$ cat src/rtl/nandc_pkg.sv
package nandc_pkg;

    localparam int HOST_AW = 3;

    localparam logic [HOST_AW-1:0] RG_TIMING = 3'd0;
    localparam logic [HOST_AW-1:0] RG_CTRL   = 3'd1;
    localparam logic [HOST_AW-1:0] RG_CMD    = 3'd2;
    localparam logic [HOST_AW-1:0] RG_ADDR   = 3'd3;
    localparam logic [HOST_AW-1:0] RG_DATA   = 3'd4;

    typedef enum logic [1:0] {
        OP_CMD = 2'd0,
        OP_ADR = 2'd1,
        OP_WR  = 2'd2,
        OP_RD  = 2'd3
    } bus_op_e;

    typedef enum logic [1:0] {
        ST_IDLE   = 2'd0,
        ST_SETUP  = 2'd1,
        ST_ACTIVE = 2'd2,
        ST_HOLD   = 2'd3
    } seq_state_e;

endpackage

$ cat src/rtl/nandc_regs.sv
module nandc_regs #(
    parameter int SETUP_W = 2,
    parameter int PULSE_W = 3,
    parameter int HOLD_W  = 3
) (
    input  logic               clk,
    input  logic               rst_n,
    input  logic               wr_timing,
    input  logic               wr_ctrl,
    input  logic [SETUP_W+PULSE_W+HOLD_W-1:0] timing_wdata,
    input  logic [1:0]         ctrl_wdata,
    output logic [SETUP_W-1:0] tim_setup,
    output logic [PULSE_W-1:0] tim_pulse,
    output logic [HOLD_W-1:0]  tim_hold,
    output logic               ce_n,
    output logic               ecc_restart
);

    always_ff @(posedge clk or negedge rst_n) begin
        if (!rst_n) begin
            tim_setup   <= '1;
            tim_pulse   <= '1;
            tim_hold    <= '1;
            ce_n        <= 1'b1;
            ecc_restart <= 1'b0;
        end else begin
            ecc_restart <= wr_ctrl && ctrl_wdata[1];
            if (wr_timing) begin
                {tim_hold, tim_pulse, tim_setup} <= timing_wdata;
            end
            if (wr_ctrl) begin
                ce_n <= ctrl_wdata[0];
            end
        end
    end

endmodule

$ cat src/rtl/nandc_rbsync.sv
module nandc_rbsync #(
    parameter int STAGES = 2
) (
    input  logic clk,
    input  logic rst_n,
    input  logic rb_pin,
    output logic rb_sync
);

    logic [STAGES-1:0] chain;

    always_ff @(posedge clk or negedge rst_n) begin
        if (!rst_n) begin
            chain <= '0;
        end else begin
            chain <= {chain[STAGES-2:0], rb_pin};
        end
    end

    assign rb_sync = chain[STAGES-1];

endmodule

$ cat src/rtl/nandc_seq.sv
module nandc_seq
    import nandc_pkg::*;
#(
    parameter int DATA_W  = 8,
    parameter int SETUP_W = 2,
    parameter int PULSE_W = 3,
    parameter int HOLD_W  = 3
) (
    input  logic               clk,
    input  logic               rst_n,
    input  logic               start,
    input  bus_op_e            op_in,
    input  logic [DATA_W-1:0]  wbyte,
    input  logic [SETUP_W-1:0] tim_setup,
    input  logic [PULSE_W-1:0] tim_pulse,
    input  logic [HOLD_W-1:0]  tim_hold,
    input  logic [DATA_W-1:0]  dq_in,
    output logic               idle,
    output logic               done,
    output logic               cle,
    output logic               ale,
    output logic               we_n,
    output logic               re_n,
    output logic [DATA_W-1:0]  dq_out,
    output logic               dq_oe,
    output logic [DATA_W-1:0]  rd_byte,
    output logic               byte_vld,
    output logic [DATA_W-1:0]  byte_val
);

    localparam int MAX_SP = (SETUP_W > PULSE_W) ? SETUP_W : PULSE_W;
    localparam int CNT_W  = (MAX_SP > HOLD_W) ? MAX_SP : HOLD_W;

    seq_state_e          state;
    seq_state_e          state_nxt;
    logic [CNT_W-1:0]    cnt;
    logic                cnt_zero;
    bus_op_e             op_q;
    logic [DATA_W-1:0]   wq;
    logic [DATA_W-1:0]   rq;

    assign cnt_zero = (cnt == '0);

    // next-state decode
    always_comb begin
        state_nxt = state;
        unique case (state)
            ST_IDLE:   if (start)    state_nxt = ST_SETUP;
            ST_SETUP:  if (cnt_zero) state_nxt = ST_ACTIVE;
            ST_ACTIVE: if (cnt_zero) state_nxt = ST_HOLD;
            ST_HOLD:   if (cnt_zero) state_nxt = ST_IDLE;
        endcase
    end

    // state register with phase counter and byte latches
    always_ff @(posedge clk or negedge rst_n) begin
        if (!rst_n) begin
            state <= ST_IDLE;
            cnt   <= '0;
            op_q  <= OP_CMD;
            wq    <= '0;
            rq    <= '0;
        end else begin
            state <= state_nxt;
            if (state == ST_IDLE) begin
                if (start) begin
                    cnt  <= CNT_W'(tim_setup);
                    op_q <= op_in;
                    wq   <= wbyte;
                end
            end else if (cnt_zero) begin
                if (state == ST_SETUP) begin
                    cnt <= CNT_W'(tim_pulse);
                end else if (state == ST_ACTIVE) begin
                    cnt <= CNT_W'(tim_hold);
                    if (op_q == OP_RD) begin
                        rq <= dq_in;
                    end
                end
            end else begin
                cnt <= cnt - 1'b1;
            end
        end
    end

    // outputs from state
    always_comb begin
        idle     = (state == ST_IDLE);
        done     = (state == ST_HOLD) && cnt_zero;
        cle      = !idle && (op_q == OP_CMD);
        ale      = !idle && (op_q == OP_ADR);
        we_n     = !((state == ST_ACTIVE) && (op_q != OP_RD));
        re_n     = !((state == ST_ACTIVE) && (op_q == OP_RD));
        dq_oe    = !idle && (op_q != OP_RD);
        dq_out   = wq;
        rd_byte  = rq;
        byte_vld = done && ((op_q == OP_WR) || (op_q == OP_RD));
        byte_val = (op_q == OP_RD) ? rq : wq;
    end

endmodule

$ cat src/rtl/nand_cycle_ctrl.sv
module nand_cycle_ctrl
    import nandc_pkg::*;
#(
    parameter int DATA_W  = 8,
    parameter int SETUP_W = 2,
    parameter int PULSE_W = 3,
    parameter int HOLD_W  = 3
) (
    input  logic              clk,
    input  logic              rst_n,
    input  logic              host_req,
    input  logic              host_we,
    input  logic [2:0]        host_addr,
    input  logic [DATA_W-1:0] host_wdata,
    output logic [DATA_W-1:0] host_rdata,
    output logic              host_ack,
    output logic              nand_ce_n,
    output logic              nand_cle,
    output logic              nand_ale,
    output logic              nand_we_n,
    output logic              nand_re_n,
    output logic [DATA_W-1:0] nand_dq_out,
    output logic              nand_dq_oe,
    input  logic [DATA_W-1:0] nand_dq_in,
    input  logic              nand_rb,
    output logic              ecc_restart,
    output logic              ecc_byte_vld,
    output logic [DATA_W-1:0] ecc_byte
);

    localparam int TIM_W = SETUP_W + PULSE_W + HOLD_W;

    logic [SETUP_W-1:0] tim_setup;
    logic [PULSE_W-1:0] tim_pulse;
    logic [HOLD_W-1:0]  tim_hold;
    logic               rb_sync;
    logic               seq_idle;
    logic               seq_done;
    logic [DATA_W-1:0]  rd_byte;
    logic               is_bus;
    logic               reg_ok;
    logic               start;
    bus_op_e            op_sel;

    // access decode
    always_comb begin
        is_bus = host_req && ((host_we && ((host_addr == RG_CMD) || (host_addr == RG_ADDR)))
                              || (host_addr == RG_DATA));
        reg_ok = host_req && !is_bus && seq_idle;
        start  = is_bus && seq_idle;
        if (host_addr == RG_CMD)       op_sel = OP_CMD;
        else if (host_addr == RG_ADDR) op_sel = OP_ADR;
        else if (host_we)              op_sel = OP_WR;
        else                           op_sel = OP_RD;
        host_ack = is_bus ? seq_done : reg_ok;
        host_rdata = '0;
        if (host_addr == RG_TIMING)
            host_rdata = DATA_W'({tim_hold, tim_pulse, tim_setup});
        else if (host_addr == RG_CTRL)
            host_rdata = {rb_sync, {(DATA_W-2){1'b0}}, nand_ce_n};
        else if (host_addr == RG_DATA)
            host_rdata = rd_byte;
    end

    nandc_regs #(
        .SETUP_W (SETUP_W),
        .PULSE_W (PULSE_W),
        .HOLD_W  (HOLD_W)
    ) i_regs (
        .clk          (clk),
        .rst_n        (rst_n),
        .wr_timing    (reg_ok && host_we && (host_addr == RG_TIMING)),
        .wr_ctrl      (reg_ok && host_we && (host_addr == RG_CTRL)),
        .timing_wdata (host_wdata[TIM_W-1:0]),
        .ctrl_wdata   (host_wdata[1:0]),
        .tim_setup    (tim_setup),
        .tim_pulse    (tim_pulse),
        .tim_hold     (tim_hold),
        .ce_n         (nand_ce_n),
        .ecc_restart  (ecc_restart)
    );

    nandc_rbsync #(
        .STAGES (2)
    ) i_rbsync (
        .clk     (clk),
        .rst_n   (rst_n),
        .rb_pin  (nand_rb),
        .rb_sync (rb_sync)
    );

    nandc_seq #(
        .DATA_W  (DATA_W),
        .SETUP_W (SETUP_W),
        .PULSE_W (PULSE_W),
        .HOLD_W  (HOLD_W)
    ) i_seq (
        .clk       (clk),
        .rst_n     (rst_n),
        .start     (start),
        .op_in     (op_sel),
        .wbyte     (host_wdata),
        .tim_setup (tim_setup),
        .tim_pulse (tim_pulse),
        .tim_hold  (tim_hold),
        .dq_in     (nand_dq_in),
        .idle      (seq_idle),
        .done      (seq_done),
        .cle       (nand_cle),
        .ale       (nand_ale),
        .we_n      (nand_we_n),
        .re_n      (nand_re_n),
        .dq_out    (nand_dq_out),
        .dq_oe     (nand_dq_oe),
        .rd_byte   (rd_byte),
        .byte_vld  (ecc_byte_vld),
        .byte_val  (ecc_byte)
    );

endmodule

$ cat config.mk
export PLATFORM = sky130hd
export DESIGN_NAME = nand_cycle_ctrl
export DESIGN_NICKNAME = d
export VERILOG_FILES = /design/src/rtl/nandc_pkg.sv /design/src/rtl/nandc_regs.sv /design/src/rtl/nandc_rbsync.sv /design/src/rtl/nandc_seq.sv /design/src/rtl/nand_cycle_ctrl.sv
export SDC_FILE = /design/constraint.sdc
export NUM_CORES = 1
export LEC_CHECK = 0
export BUFFER_PORTS_ARGS = -buffer_cell sky130_fd_sc_hd__buf_4
export CAP_MARGIN = 40
export CORE_ASPECT_RATIO = 0.7
export CORE_MARGIN = 4
export CORE_UTILIZATION = 45
export DETAILED_ROUTE_END_ITERATION = 8
export PLACE_DENSITY_LB_ADDON = 0.25
export SYNTH_ARGS = -nofsm -noshare
export SYNTH_HDL_FRONTEND = slang
export SYNTH_HIERARCHICAL = 1
export SYNTH_SLANG_ARGS = --single-unit
$ cat constraint.sdc
create_clock -name clk -period 1.7 [get_ports clk]
set_clock_uncertainty 0.05 [all_clocks]
set_input_delay 0.34 -clock clk [delete_from_list [all_inputs] [get_ports clk]]
set_output_delay 0.34 -clock clk [all_outputs]
set_load 0.02 [all_outputs]
==> results by group <==
Hold path
  – Hold WC Path Type: in -> reg
  – Hold Crit Start: nand_rb

Drt
  – Residual DRC count: 0
  – Via count: between 1.5k and 2k
  – Drt total wl: 7.02 mm
  – Routed Antenna Nets: 0
  – Starting DRT DRC Count: 141
  – Via density: 5.64
  – DR pass1 iterations: 4
  – Wire per inst: 21.8 um

Synthesis
  – Synth Area per Inst: about 12 sq um
  – #FFs+latches synth: 35
  – Sequential fraction of the synthesis area: 45.2%
  – Yosys warning count: 6
  – Fraction of registers with async set/reset: 100%
  – Most used DFF post-synth: dfrtp_1
  – Synth unique cells: 34
  – Syn_nets: 189
  – Netlist Area Pre-Place: 1960 sq um
  – Syn Inst Count: about 160
  – Post-synth EDFFs: 0

Worst setup path
  – Worst Path Class, Setup: reg -> out
  – CP Launch Type: register
  – Critical path startpoint: i_seq/cnt[0]
  – Critical path data required time: 1.31 ns
  – Worst R2R Start: i_seq/state[1]
  – Critical path fanouts, max: 2
  – Worst reg2reg setup slack: -0.27 ns
  – Critical path data arrival time: about 1.7 ns
  – Setup crit end kind: primary output

Floorplan
  – Height of the die: approximately 63 um
  – Floorplan row count: 19
  – Starting density of the core: 48.2%
  – Die area: approximately 5500 sq um
  – Die Span X: slightly below 90 um
  – Core Box Area: about 4100 sq um
  – Io pins: 57

Placement
  – Placed inst area: 2700 sq um
  – Number of port buffers: 56
  – HPWL Detailed: 4.01 mm
  – GPL Wtd Cong: between 0.8 and 0.9
  – Post-Place Worst Slack: -0.168 ns

Timing
  – Fin crit share: 120%
  – Final Hold Fails: 0
  – Fmax: 489 MHz
  – Final setup vio count: 39
  – Worst Max-Slew Pin Slew: 0.455 ns
  – Final WS setup: -0.345 ns
  – RSZ-0062 raised after global routing: yes
  – Slew Viols, Final: 0
  – Relative slew margins: 69.7%
  – Fin crit period: 2.05 ns

Global route
  – Antenna violations before repair: 0
  – Gr usage total: 22.7%
  – Total gr overflow: 0
  – First-pass GRT wire length: ~9.5 mm
  – GR Layer Usage met2: roughly 39%
  – Met3 Use GR: 5.73%
  – Vias in the first global route: 1875
  – Largest net degree at the start of global routing: 36
  – M1 GR Usage: 27.4%
  – GRT busiest layer: met2

Clock network
  – CTS Buf Count: 5
  – Clk root buf: clkbuf_8
  – H-tree lvl count: 2
  – CTS Sinks: 35
  – Clock Pin Slew Worst Setup and Hold Paths: 0.08 ns
  – TritonCTS clock tree: built
  – Skew-Pair Late Insertion Delay: around 0.30 ns
  – Maximum clock path buffer count: 2

Final layout
  – Nets@finish: 300
  – Layout cells sized above 1: 73.0%
  – Most frequent cells in the layout: 82 x buf_4, 26 x mux2_4, 25 x dfrtp_1, 25 x buf_6, 12 x mux2_2
  – Layout area overhead: 64.5%
  – Layout Cell Area excl Fill: roughly 3200 sq um
  – ANT cells: 0
  – Commonest non-fill, non-tap cell in the layout: buf_4

Run status
  – Status: finished with violations
  – Failing checks: negative setup slack

Pwr
  – Leakage power: 1.58 nW
  – Combinational Power Share: approximately 64%
  – VDD IR max: 1.17 mV
  – Pwr/cell area: about 1900 nW/um^2
  – P_sw: around 2.4 mW
  – Net Sw Frac: 39.3%
  – Tot Pwr: 6.02 mW
  – Internal power: ~3.7 mW
  – Reg power frac: 25.7%
  – Clk pwr share: 9.9%

Run
  – Max-capacitance violation count: 0
==> worst paths after layout <==
kind                                       to  depth (start not counted)
setup / recovery                     host_ack                          7
setup reg to reg               i_seq/state[1]                          7
hold / removal              i_rbsync/chain[0]                          1
max in group asynchronous  i_regs/tim_hold[2]                          2
min in group asynchronous        i_seq/cnt[1]                          2
hold reg to reg             i_rbsync/chain[1]                          0
==> through the flow <==
stage	hold WS (ns)	util, %	TNS, ns	cells
2_1_floorplan	-0.00559	-	-3.56	158
3_5_place_dp	0.269	66.5	-3.09	292
6_report	0.109	79.3	-6.63	322
3_3_place_gp	0.261	66.5	-2.29	292
4_1_cts	0.110	76.8	-4.55	316
5_1_grt	0.0997	79.3	-8.44	322
==> critical path, cell delays in order (launching register included) <==
cell     delay [ns]
dfrtp_1        0.39
inv_2          0.08
ha_4           0.13
nor2b_4        0.18
and2_4         0.16
nand2_2        0.05
mux2i_2        0.18
buf_4          0.18
==> layout make-up <==
type / count / area [sq um]
Multi-Input combinational cell: 114 / 1250
Clock inverter: 1 / 5.00
Fill cell: 246 / 840
Timing Repair Buffer: 109 / 927
Tap cell: 52 / 65.1
Sequential cell: 35 / 888
Inverter: 4 / 15.0
Clock buffer: 7 / 76.3
==> flip-flops by register name, indices dropped and copies added (netlist names) <==
register and cells:
i_regs/ce_n 1, i_seq/state 2, i_seq/cnt 3, i_seq/rd_byte 8, i_regs/tim_setup 2, i_rbsync/chain 2, i_seq/op_q 2, i_seq/dq_out 8
i_regs/tim_pulse 3, i_regs/tim_hold 3, i_regs/ecc_restart 1
==> Yosys cell counts (2+ instances only) <==
cell | n | area [sq um]
inv_1 | 4 | 15.0
nor2_1 | 11 | 41.3
mux2_4 | 17 | 255
dfrtp_1 | 26 | 651
buf_6 | 4 | 45.0
dfstp_2 | 9 | 236
nand2_1 | 9 | 33.8
nand3_1 | 2 | 10.0
a21oi_1 | 7 | 35.0
mux2_2 | 21 | 236
nor3_1 | 3 | 15.0
ha_1 | 7 | 87.6
nand2b_1 | 3 | 18.8
mux2i_1 | 11 | 110
o21ai_0 | 3 | 15.0
and2_1 | 3 | 18.8
==> timing repair <==
item	CTS	global route
hold buffers	1	0
gates resized for setup	56	15
setup endpoints to repair	49	49
setup buffers	15	7
pin swaps	12	12
endpoints found under the hold margin	26	0
==> power groups by stage <==
stage	clock network [mW]	logic (mW)	registers [mW]
4_1_cts	0.590	3.54	1.51
2_1_floorplan	0	1.51	1.58
3_5_place_dp	0	2.78	1.52
6_report	0.599	3.88	1.55
3_3_place_gp	0	2.70	1.49
5_1_grt	0.644	4.08	1.58
==> metal layers <==
metal | up-vias | wire, um | part of all wire (%)
met2 | 92 | 3560 | 51
li1 | 785 | - | -
met3 | 15 | 492 | 7.0
met5 | - | 0 | 0
met1 | 924 | 2830 | 40
met4 | 0 | 138 | 2.0
==> kinds of logic (layout without fill, tap and decap cells) <==
kind of cell	after synthesis	count (layout)	share of synthesized area [%]
buf+inv	9	121	3.32
compound gates	16	16	5.30
simple gates	42	42	11.0
mux	49	49	30.7
fa+ha+maj	7	7	4.47
flops	35	35	45.2
(Power assumes the default switching activity.)
